**src/rtl/dma_csr_pkg.sv**
```systemverilog
package dma_csr_pkg;

  localparam int unsigned MAX_CH     = 12;
  localparam int unsigned LANE_CH    = 8;
  localparam int unsigned REG_W      = 32;
  localparam int unsigned NIB_W      = 4;
  localparam int unsigned NIB_USED   = 3;
  localparam int unsigned STATE_W    = 2;
  localparam int unsigned STATE_BASE = 16;
  localparam int unsigned ERR_OFS    = 8;
  localparam int unsigned HI_IEN_OFS = 8;
  localparam int unsigned GLOB_AW    = 5;

  typedef enum logic [1:0] {
    XFER_OFF    = 2'd0,
    XFER_CHAIN  = 2'd1,
    XFER_SINGLE = 2'd2,
    XFER_RSVD   = 2'd3
  } xfer_mode_e;

  typedef enum logic [2:0] {
    W_CTL_LO  = 3'd0,
    W_CTL_AUX = 3'd1,
    W_IEN     = 3'd2,
    W_CTL_HI  = 3'd3,
    W_STS_LO  = 3'd4,
    W_STS_AUX = 3'd5,
    W_STS_HI  = 3'd6,
    W_GAP     = 3'd7
  } gword_e;

endpackage

```
**src/rtl/dma_csr_slice.sv**
```systemverilog
module dma_csr_slice
  import dma_csr_pkg::*;
(
  input  logic                clk,
  input  logic                rst,
  input  logic                ctl_we,
  input  logic [NIB_USED-1:0] ctl_nib,
  input  logic                ien_we,
  input  logic                ien_bit,
  input  logic                clr_we,
  input  logic                clr_done,
  input  logic                clr_err,
  input  logic                done_pulse,
  input  logic                err_pulse,
  output xfer_mode_e          mode,
  output logic                dir,
  output logic                ien,
  output logic                done_flag,
  output logic                err_flag,
  output logic                req_nxt
);

  xfer_mode_e mode_d;
  xfer_mode_e nib_mode;
  logic       dir_d, ien_d, done_d, err_d;

  assign nib_mode = xfer_mode_e'(ctl_nib[1:0]);

  always_comb begin
    mode_d = mode;
    dir_d  = dir;
    if (ctl_we) begin
      mode_d = (nib_mode == XFER_RSVD) ? XFER_OFF : nib_mode;
      dir_d  = ctl_nib[2];
    end
    ien_d   = ien_we ? ien_bit : ien;
    done_d  = (done_flag & ~(clr_we & clr_done)) | done_pulse;
    err_d   = (err_flag  & ~(clr_we & clr_err))  | err_pulse;
    req_nxt = ien_d & (done_d | err_d);
  end

  always_ff @(posedge clk) begin
    if (rst) begin
      mode      <= XFER_OFF;
      dir       <= 1'b0;
      ien       <= 1'b0;
      done_flag <= 1'b0;
      err_flag  <= 1'b0;
    end else begin
      mode      <= mode_d;
      dir       <= dir_d;
      ien       <= ien_d;
      done_flag <= done_d;
      err_flag  <= err_d;
    end
  end

endmodule

```
**src/rtl/dma_csr_rdmux.sv**
```systemverilog
module dma_csr_rdmux
  import dma_csr_pkg::*;
(
  input  logic                       in_glob,
  input  gword_e                     gsel,
  input  logic [STATE_W*MAX_CH-1:0]  mode_v,
  input  logic [MAX_CH-1:0]          dir_v,
  input  logic [MAX_CH-1:0]          ien_v,
  input  logic [MAX_CH-1:0]          done_v,
  input  logic [MAX_CH-1:0]          err_v,
  input  logic [STATE_W*MAX_CH-1:0]  state_v,
  output logic [REG_W-1:0]           word
);

  always_comb begin
    word = '0;
    if (in_glob) begin
      case (gsel)
        W_CTL_LO: begin
          for (int c = 0; c < LANE_CH; c++) begin
            word[NIB_W*c +: 2] = mode_v[STATE_W*c +: 2];
            word[NIB_W*c + 2]  = dir_v[c];
          end
        end
        W_CTL_HI: begin
          for (int c = LANE_CH; c < MAX_CH; c++) begin
            word[NIB_W*(c-LANE_CH) +: 2] = mode_v[STATE_W*c +: 2];
            word[NIB_W*(c-LANE_CH) + 2]  = dir_v[c];
          end
        end
        W_IEN: begin
          for (int c = 0; c < MAX_CH; c++) begin
            if (c < LANE_CH) word[c] = ien_v[c];
            else             word[c + HI_IEN_OFS] = ien_v[c];
          end
        end
        W_STS_LO: begin
          for (int c = 0; c < LANE_CH; c++) begin
            word[c]                              = done_v[c];
            word[c + ERR_OFS]                    = err_v[c];
            word[STATE_BASE + STATE_W*c +: 2]    = state_v[STATE_W*c +: 2];
          end
        end
        W_STS_HI: begin
          for (int c = LANE_CH; c < MAX_CH; c++) begin
            word[c-LANE_CH]                             = done_v[c];
            word[c-LANE_CH + ERR_OFS]                   = err_v[c];
            word[STATE_BASE + STATE_W*(c-LANE_CH) +: 2] = state_v[STATE_W*c +: 2];
          end
        end
        default: word = '0;
      endcase
    end
  end

endmodule

```
**src/rtl/dma_csr_bank.sv**
```systemverilog
module dma_csr_bank
  import dma_csr_pkg::*;
#(
  parameter int unsigned NUM_CH = 12,
  parameter int unsigned ADDR_W = 8
) (
  input  logic                  clk,
  input  logic                  rst,
  input  logic                  wr_en,
  input  logic                  rd_en,
  input  logic [ADDR_W-1:0]     addr,
  input  logic [REG_W-1:0]      wdata,
  output logic [REG_W-1:0]      rdata,
  input  logic [2*NUM_CH-1:0]   ch_state,
  input  logic [NUM_CH-1:0]     ch_done,
  input  logic [NUM_CH-1:0]     ch_err,
  output logic [2*NUM_CH-1:0]   ch_mode,
  output logic [NUM_CH-1:0]     ch_dir,
  output logic                  irq
);

  logic                         in_glob;
  gword_e                       gsel;
  logic                         wr_glob;
  logic [STATE_W*MAX_CH-1:0]    mode_v;
  logic [STATE_W*MAX_CH-1:0]    state_v;
  logic [MAX_CH-1:0]            dir_v, ien_v, done_v, err_v, req_v;
  logic [REG_W-1:0]             rd_word;
  logic                         unused_ok;

  assign unused_ok = ^{addr[1:0], wdata};
  assign in_glob   = (addr[ADDR_W-1:GLOB_AW] == '0);
  assign gsel      = gword_e'(addr[GLOB_AW-1:2]);
  assign wr_glob   = wr_en & in_glob;

  for (genvar c = 0; c < MAX_CH; c++) begin : g_ch
    localparam int unsigned K  = c % LANE_CH;
    localparam bit          UP = (c >= LANE_CH);
    if (c < NUM_CH) begin : g_live
      xfer_mode_e mode_s;
      logic       ctl_we, clr_we;
      assign ctl_we = wr_glob && (gsel == (UP ? W_CTL_HI : W_CTL_LO));
      assign clr_we = wr_glob && (gsel == (UP ? W_STS_HI : W_STS_LO));
      dma_csr_slice u_slice (
        .clk        (clk),
        .rst        (rst),
        .ctl_we     (ctl_we),
        .ctl_nib    (wdata[NIB_W*K +: NIB_USED]),
        .ien_we     (wr_glob && (gsel == W_IEN)),
        .ien_bit    (wdata[UP ? c + HI_IEN_OFS : c]),
        .clr_we     (clr_we),
        .clr_done   (wdata[K]),
        .clr_err    (wdata[K + ERR_OFS]),
        .done_pulse (ch_done[c]),
        .err_pulse  (ch_err[c]),
        .mode       (mode_s),
        .dir        (dir_v[c]),
        .ien        (ien_v[c]),
        .done_flag  (done_v[c]),
        .err_flag   (err_v[c]),
        .req_nxt    (req_v[c])
      );
      assign mode_v[STATE_W*c +: 2]  = mode_s;
      assign state_v[STATE_W*c +: 2] = ch_state[STATE_W*c +: 2];
      assign ch_mode[STATE_W*c +: 2] = mode_s;
      assign ch_dir[c]               = dir_v[c];
    end else begin : g_absent
      assign mode_v[STATE_W*c +: 2]  = '0;
      assign state_v[STATE_W*c +: 2] = '0;
      assign dir_v[c]  = 1'b0;
      assign ien_v[c]  = 1'b0;
      assign done_v[c] = 1'b0;
      assign err_v[c]  = 1'b0;
      assign req_v[c]  = 1'b0;
    end
  end

  dma_csr_rdmux u_rdmux (
    .in_glob (in_glob),
    .gsel    (gsel),
    .mode_v  (mode_v),
    .dir_v   (dir_v),
    .ien_v   (ien_v),
    .done_v  (done_v),
    .err_v   (err_v),
    .state_v (state_v),
    .word    (rd_word)
  );

  always_ff @(posedge clk) begin
    if (rst) begin
      rdata <= '0;
      irq   <= 1'b0;
    end else begin
      if (rd_en) rdata <= rd_word;
      irq <= |req_v;
    end
  end

endmodule

```
**config.mk**
```make
export PLATFORM = sky130hd
export DESIGN_NAME = dma_csr_bank
export DESIGN_NICKNAME = d
export VERILOG_FILES = /design/src/rtl/dma_csr_pkg.sv /design/src/rtl/dma_csr_slice.sv /design/src/rtl/dma_csr_rdmux.sv /design/src/rtl/dma_csr_bank.sv
export SDC_FILE = /design/constraint.sdc
export NUM_CORES = 1
export LEC_CHECK = 0
export BUFFER_PORTS_ARGS = -buffer_cell sky130_fd_sc_hd__buf_2
export CAP_MARGIN = 20
export CELL_PAD_IN_SITES_DETAIL_PLACEMENT = 1
export CELL_PAD_IN_SITES_GLOBAL_PLACEMENT = 1
export CORE_UTILIZATION = 33
export CTS_CLUSTER_SIZE = 16
export DETAILED_ROUTE_END_ITERATION = 8
export MAX_ROUTING_LAYER = met4
export PLACE_DENSITY = 0.79
export SLEW_MARGIN = 20
export SYNTH_ARGS = -nofsm -noshare
export SYNTH_HDL_FRONTEND = slang
export SYNTH_SLANG_ARGS = --single-unit
```
**constraint.sdc**
```tcl
create_clock -name clk -period 2.5 [get_ports clk]
set_clock_uncertainty 0.1 [all_clocks]
set_input_delay 0.5 -clock clk [delete_from_list [all_inputs] [get_ports clk]]
set_output_delay 0.5 -clock clk [all_outputs]
set_load 0.005 [all_outputs]
```
==> flow_summary.ini, run 1 <==
[synth]
syn_nets = 645
synthDistinctLibCells = 48
ys_seq_elements = 105
yosys.area.top_type = dfxtp_1
ys_seq_area_frac = 0.4361
synth-async-reset-ratio = 0
synthCells = 553
synth-edff-count = 0
synth_area_leaders = dfxtp_1 (44%), nor2_1 (6.0%), mux2i_1 (5.8%), a22oi_1 (5.8%), a21oi_1 (4.6%)
ys_warn_count = 0
syn_area_um2 = 4820
synth_flop_cell = dfxtp_1
netlist.area_leader.share = 0.4361
avgSynthCellArea_um2 = 8.715

[routing]
drc = 0
post_drt_wl_per_cell_um = 20.88
dr.pass1.iters = 4
vias = 5034
wirelength_um = 18920
drt-vias-per-instance = 5.556
ant_nets = 0
drt_iter0_drc = 299

[global_route]
antenna_found_initial = 0
grt-ovfl-total = 0
grt_pass1_wl_um = 27460
grt_pass1_vias = 5220
grt_max_degree = 45
grt_use_total = 0.2492

[cts]
worstSkewPairLatency_ns = 0.36
path_clk_slew_ns = 0.07
cts_made_buffers = 9
cts_buffer_depth = 2
ctsHoldBuffers = 0
h-tree-depth = 3
cts_root_buf = clkbuf_16
numClockSinks = 105
cts_tree = built

[final_layout]
post-route-util = 0.4562
nets = 814
layout_commonest_cell = buf_2
drive_gt1_frac = 0.3595
layout_common_cells = buf_2 (151), dfxtp_1 (105), nor2_1 (77)
n_antenna_cell = 0
syn_to_final_growth_pct = 32.92

[sta]
setup_slack_ns = -0.1040
holdWs_ns = 0.2769
slew_violations = 0
finalHoldViolCount = 0
relSlewSlack = 0.6546
setup_viol = 1
fmax_ghz = 0.3840
fin_crit_ns = 2.604
finalCritPeriodShare = 1.042
tightestPinTransition_ns = 0.5171
finalSetupTns_ns = -0.1040

[die]
die_h_um = 122.9
fp.coreArea_um2 = 14040
rows = 43
start_util = 0.3432
die_w_um = 122.9
dieArea_um2 = 15090
io_pins = 161

[worst_setup_path]
worst-setup-path-type = in2reg
cp.required_ns = 2.62
cp-start-kind = primary input
crit_fanout = 6
end_kind = register
worst_ep_arrival_time_ns = 2.72

[pwr]
p_per_area_nw_per_um2 = 561.1
leakage_uw = 0.002715
vdd.ir_drop.worst_v = 0.0003287

[flow_run]
cap_violations = 0

[status]
status = finished, violations left
violations = negative setup slack

[worst_hold_path]
min_path_type = in2reg

[placement]
hpwl_um = 13820
numPortBuffers = 155
place.gp.congestion = 0.8943
## critical path, cell delays in order
cell and delay [ns]:
buf_8 0.09, buf_4 0.14, or4b_4 0.62, o32ai_1 0.48, a32oi_1 0.25, a2111oi_2 0.46
a41oi_2 0.17
## through the flow
step | std cells | setup slack (ns) | instance area [um2] | power [uW]
global route | 906 | -0.1759 | 6406 | 3695
global placement | 887 | -0.3403 | 6002 | 2139
detailed placement | 887 | -0.3193 | 6002 | 2159
floorplan | 553 | -0.08488 | 4838 | 1952
finish | 906 | -0.1040 | 6406 | 3595
CTS | 902 | 0.04958 | 6299 | 3584
## kinds of logic after synthesis
family	Yosys count	synth area share
multiplexers	44	0.1025
flip-flops	105	0.4361
AND/OR/NAND/NOR	190	0.1825
buffers and inverters	66	0.06179
AO/OA/AOI/OAI	148	0.2170
## synthesized netlist by cell type, types with 10 or more instances
master    number
clkbuf_1      32
a22oi_1       37
mux2i_1       28
inv_1         11
o31ai_1       10
nor2b_1       10
nand2_1       56
o21ai_0       10
a21oi_1       44
nor2_1        77
dfxtp_1      105
buf_4         12
mux2_2        13
## routing by layer
layer,global-route usage,routed length [um]
met4,0.1220,657
met1,0.2906,7557
met5,-,0
met3,0.02974,1016
met2,0.4231,9687
## where the power goes
part / total (uW) / internal [uW] / switching [uW]
clock network: 1450 / 801 / 645
logic: 421 / 181 / 240
registers: 1730 / 1700 / 23.2
## registers in the layout (all words and copies together) (netlist names)
name	flops
irq	1
g_ch.g_live.u_slice.err_flag	12
rdata	32
g_ch.g_live.u_slice.mode	24
g_ch.g_live.u_slice.done_flag	12
g_ch.g_live.u_slice.ien	12
g_ch.g_live.u_slice.dir	12
## layout make-up
class | count | area [um2]
clock buffer | 11 | 242.7
clock inverter | 4 | 53.80
fill | 1693 | 7636
inverter | 12 | 45.04
multi-input combinational | 383 | 2507
sequential | 105 | 2102
tap | 180 | 225.2
timing repair buffer | 211 | 1230
## timing repair
action | 4_1_cts | 5_1_grt
resized for setup | 0 | 17
hold endpoints to repair | 0 | 0
buffers inserted | 0 | 3
setup endpoints to repair | 0 | 1
## path summary, 6_finish.rpt
| check | slack, ns | endpoint | startpoint | cells past startpoint |
|---|---|---|---|---|
| min reg2reg | 0.37 | rdata[23] | rdata[23] | 2 |
| min | 0.28 | rdata[31] | ch_state[15] | 3 |
| max reg2reg | 0.72 | irq | g_ch[0].g_live.u_slice.done_flag | 4 |
| max | -0.10 | irq | addr[7] | 7 |
Power figures use the tool's default switching activity.
==> inputs of run 2 (changes only) <==
Settings changed: CORE_UTILIZATION 33 to 35, PLACE_DENSITY 0.79 to 0.8, SLEW_MARGIN 20 to 15.
Clock period 2.5 ns to 3.16 ns, I/O delays scaled along.
==> run 2 against run 1 <==
Effect of this change: the run now ends clean; critical endpoint unchanged; sequential share of layout area is 1.1 points higher; worst hold slack better by 0.091 ns; first-iteration DRC count is 6.7% lower.
==> flow_summary.ini, run 2 (synthesis gave the netlist of run 1 again) <==
[final_layout]
n_fill_cell = 1610
largest_reg_flops = 32
layout_commonest_cell = buf_2
top_register = rdata
n_antenna_cell = 0
drive_gt1_frac = 0.3219
reg_top3 = rdata (32), g_ch.g_live.u_slice.mode (24)
nets = 786
layout_common_cells = buf_2 (154), dfxtp_1 (105), nor2_1 (77)
syn_to_final_growth_pct = 28.63
design_area_um2 = 6200

[pwr]
switchingPower_uw = 691.2
combinationalPowerShare = 0.094
leakage_uw = 0.002612
clkPwrFrac = 0.469
vdd.ir_drop.worst_v = 0.0002951
seqPwrFrac = 0.437
p_int_uw = 2428
p_per_area_nw_per_um2 = 503.1
swShare = 0.2216

[sta]
setup_viol = 0
tightestPinTransition_ns = 0.5595
relSlewSlack = 0.6262
finalCritPeriodShare = 0.8938
rsz0062_at_grt = no
slew_violations = 0
fmax_ghz = 0.3541
holdWs_ns = 0.3677
finalSetupTns_ns = 0
finalHoldViolCount = 0
fin_crit_ns = 2.824

[routing]
met1_length_um = 7308
ant_nets = 0
wl_met3_um = 877
vias = 4714
drt_iter0_drc = 279
dr.pass1.iters = 4
drc = 0
wirelength_um = 16720
post_drt_wl_per_cell_um = 19.11
met2WireLength_um = 8267
drt-vias-per-instance = 5.387
top_layer_used = met4

[placement]
hpwl_um = 12230
numPortBuffers = 155
place_area_um2 = 5807
place.gp.congestion = 0.9237

[cts]
path_clk_slew_ns = 0.07
cts_tree = built
cts_made_buffers = 9
cts_root_buf = clkbuf_16
post-cts-setup-buffers = 0
ctsHoldBuffers = 0
cts_buffer_depth = 2
h-tree-depth = 3
worstSkewPairLatency_ns = 0.36
cts-resized-gates = 0
numClockSinks = 105

[worst_setup_path]
cp-start-kind = primary input
cp.required_ns = 3.27
end_kind = register
worst_ep_arrival_time_ns = 2.94
crit_fanout = 16
worst-setup-path-type = in2reg

[global_route]
grt-ovfl-total = 0
grt_max_degree = 106
antenna_found_initial = 0
grt_pass1_wl_um = 26460
grt_pass1_vias = 4912
grt_use_total = 0.2493

[die]
fp.coreArea_um2 = 13350
rows = 42
io_pins = 161
start_util = 0.3611
dieArea_um2 = 14240
die_w_um = 119.3
die_h_um = 119.3

[flow_run]
cap_violations = 0

[worst_hold_path]
min_path_type = reg2reg

[status]
status = finished, final reports clean
## run 2: per-layer routing
metal	vias up	GRT usage
met5	-	-
met4	0	0.07266
met3	15	0.04789
met2	156	0.4233
met1	2291	0.2993
li1	2252	-
## run 2: power by group through the flow
| stage | sequential [uW] | combinational, uW | clock, uW |
|---|---|---|---|
| 3_5_place_dp | 1390 | 291 | 0 |
| 6_report | 1360 | 294 | 1460 |
| 2_1_floorplan | 1390 | 153 | 0 |
| 5_1_grt | 1370 | 318 | 1550 |
| 3_3_place_gp | 1390 | 280 | 0 |
| 4_1_cts | 1360 | 293 | 1480 |
## run 2: final cells by class
type	count	area [um2]	share of cell area
sequential	105	2102	0.3391
clock inverter	5	150.1	0.02422
timing repair buffer	184	1008	0.1627
multi-input combinational	382	2431	0.3921
clock buffer	11	242.7	0.03915
tap	176	220.2	0.03552
inverter	12	45.04	0.007265
## run 2: metrics by stage
stage	setup WS [ns]	total power, uW	instances	utilization
2_1_floorplan	0.3509	1543	553	-
3_3_place_gp	0.08117	1673	859	0.4350
3_5_place_dp	0.02953	1685	859	0.4350
4_1_cts	0.3367	3138	875	0.4645
5_1_grt	0.1831	3232	875	0.4645
6_report	0.3356	3119	875	0.4645
## run 2: worst paths after layout
| path | startpoint | to | slack, ns | depth (start not counted) |
|---|---|---|---|---|
| max | addr[6] | irq | 0.34 | 9 |
| max reg2reg | g_ch[10].g_live.u_slice.done_flag | irq | 1.24 | 6 |
| min | rdata[11] | rdata[11] | 0.37 | 2 |
| min reg2reg | rdata[11] | rdata[11] | 0.37 | 2 |
## run 2: worst max-delay path, cell delays in order
cell and delay (ns):
buf_2 0.12, or4b_1 0.52, buf_4 0.22, buf_4 0.20, o31ai_1 0.35, a32oi_1 0.18
a2111oi_0 0.44, buf_4 0.19, a41oi_1 0.08
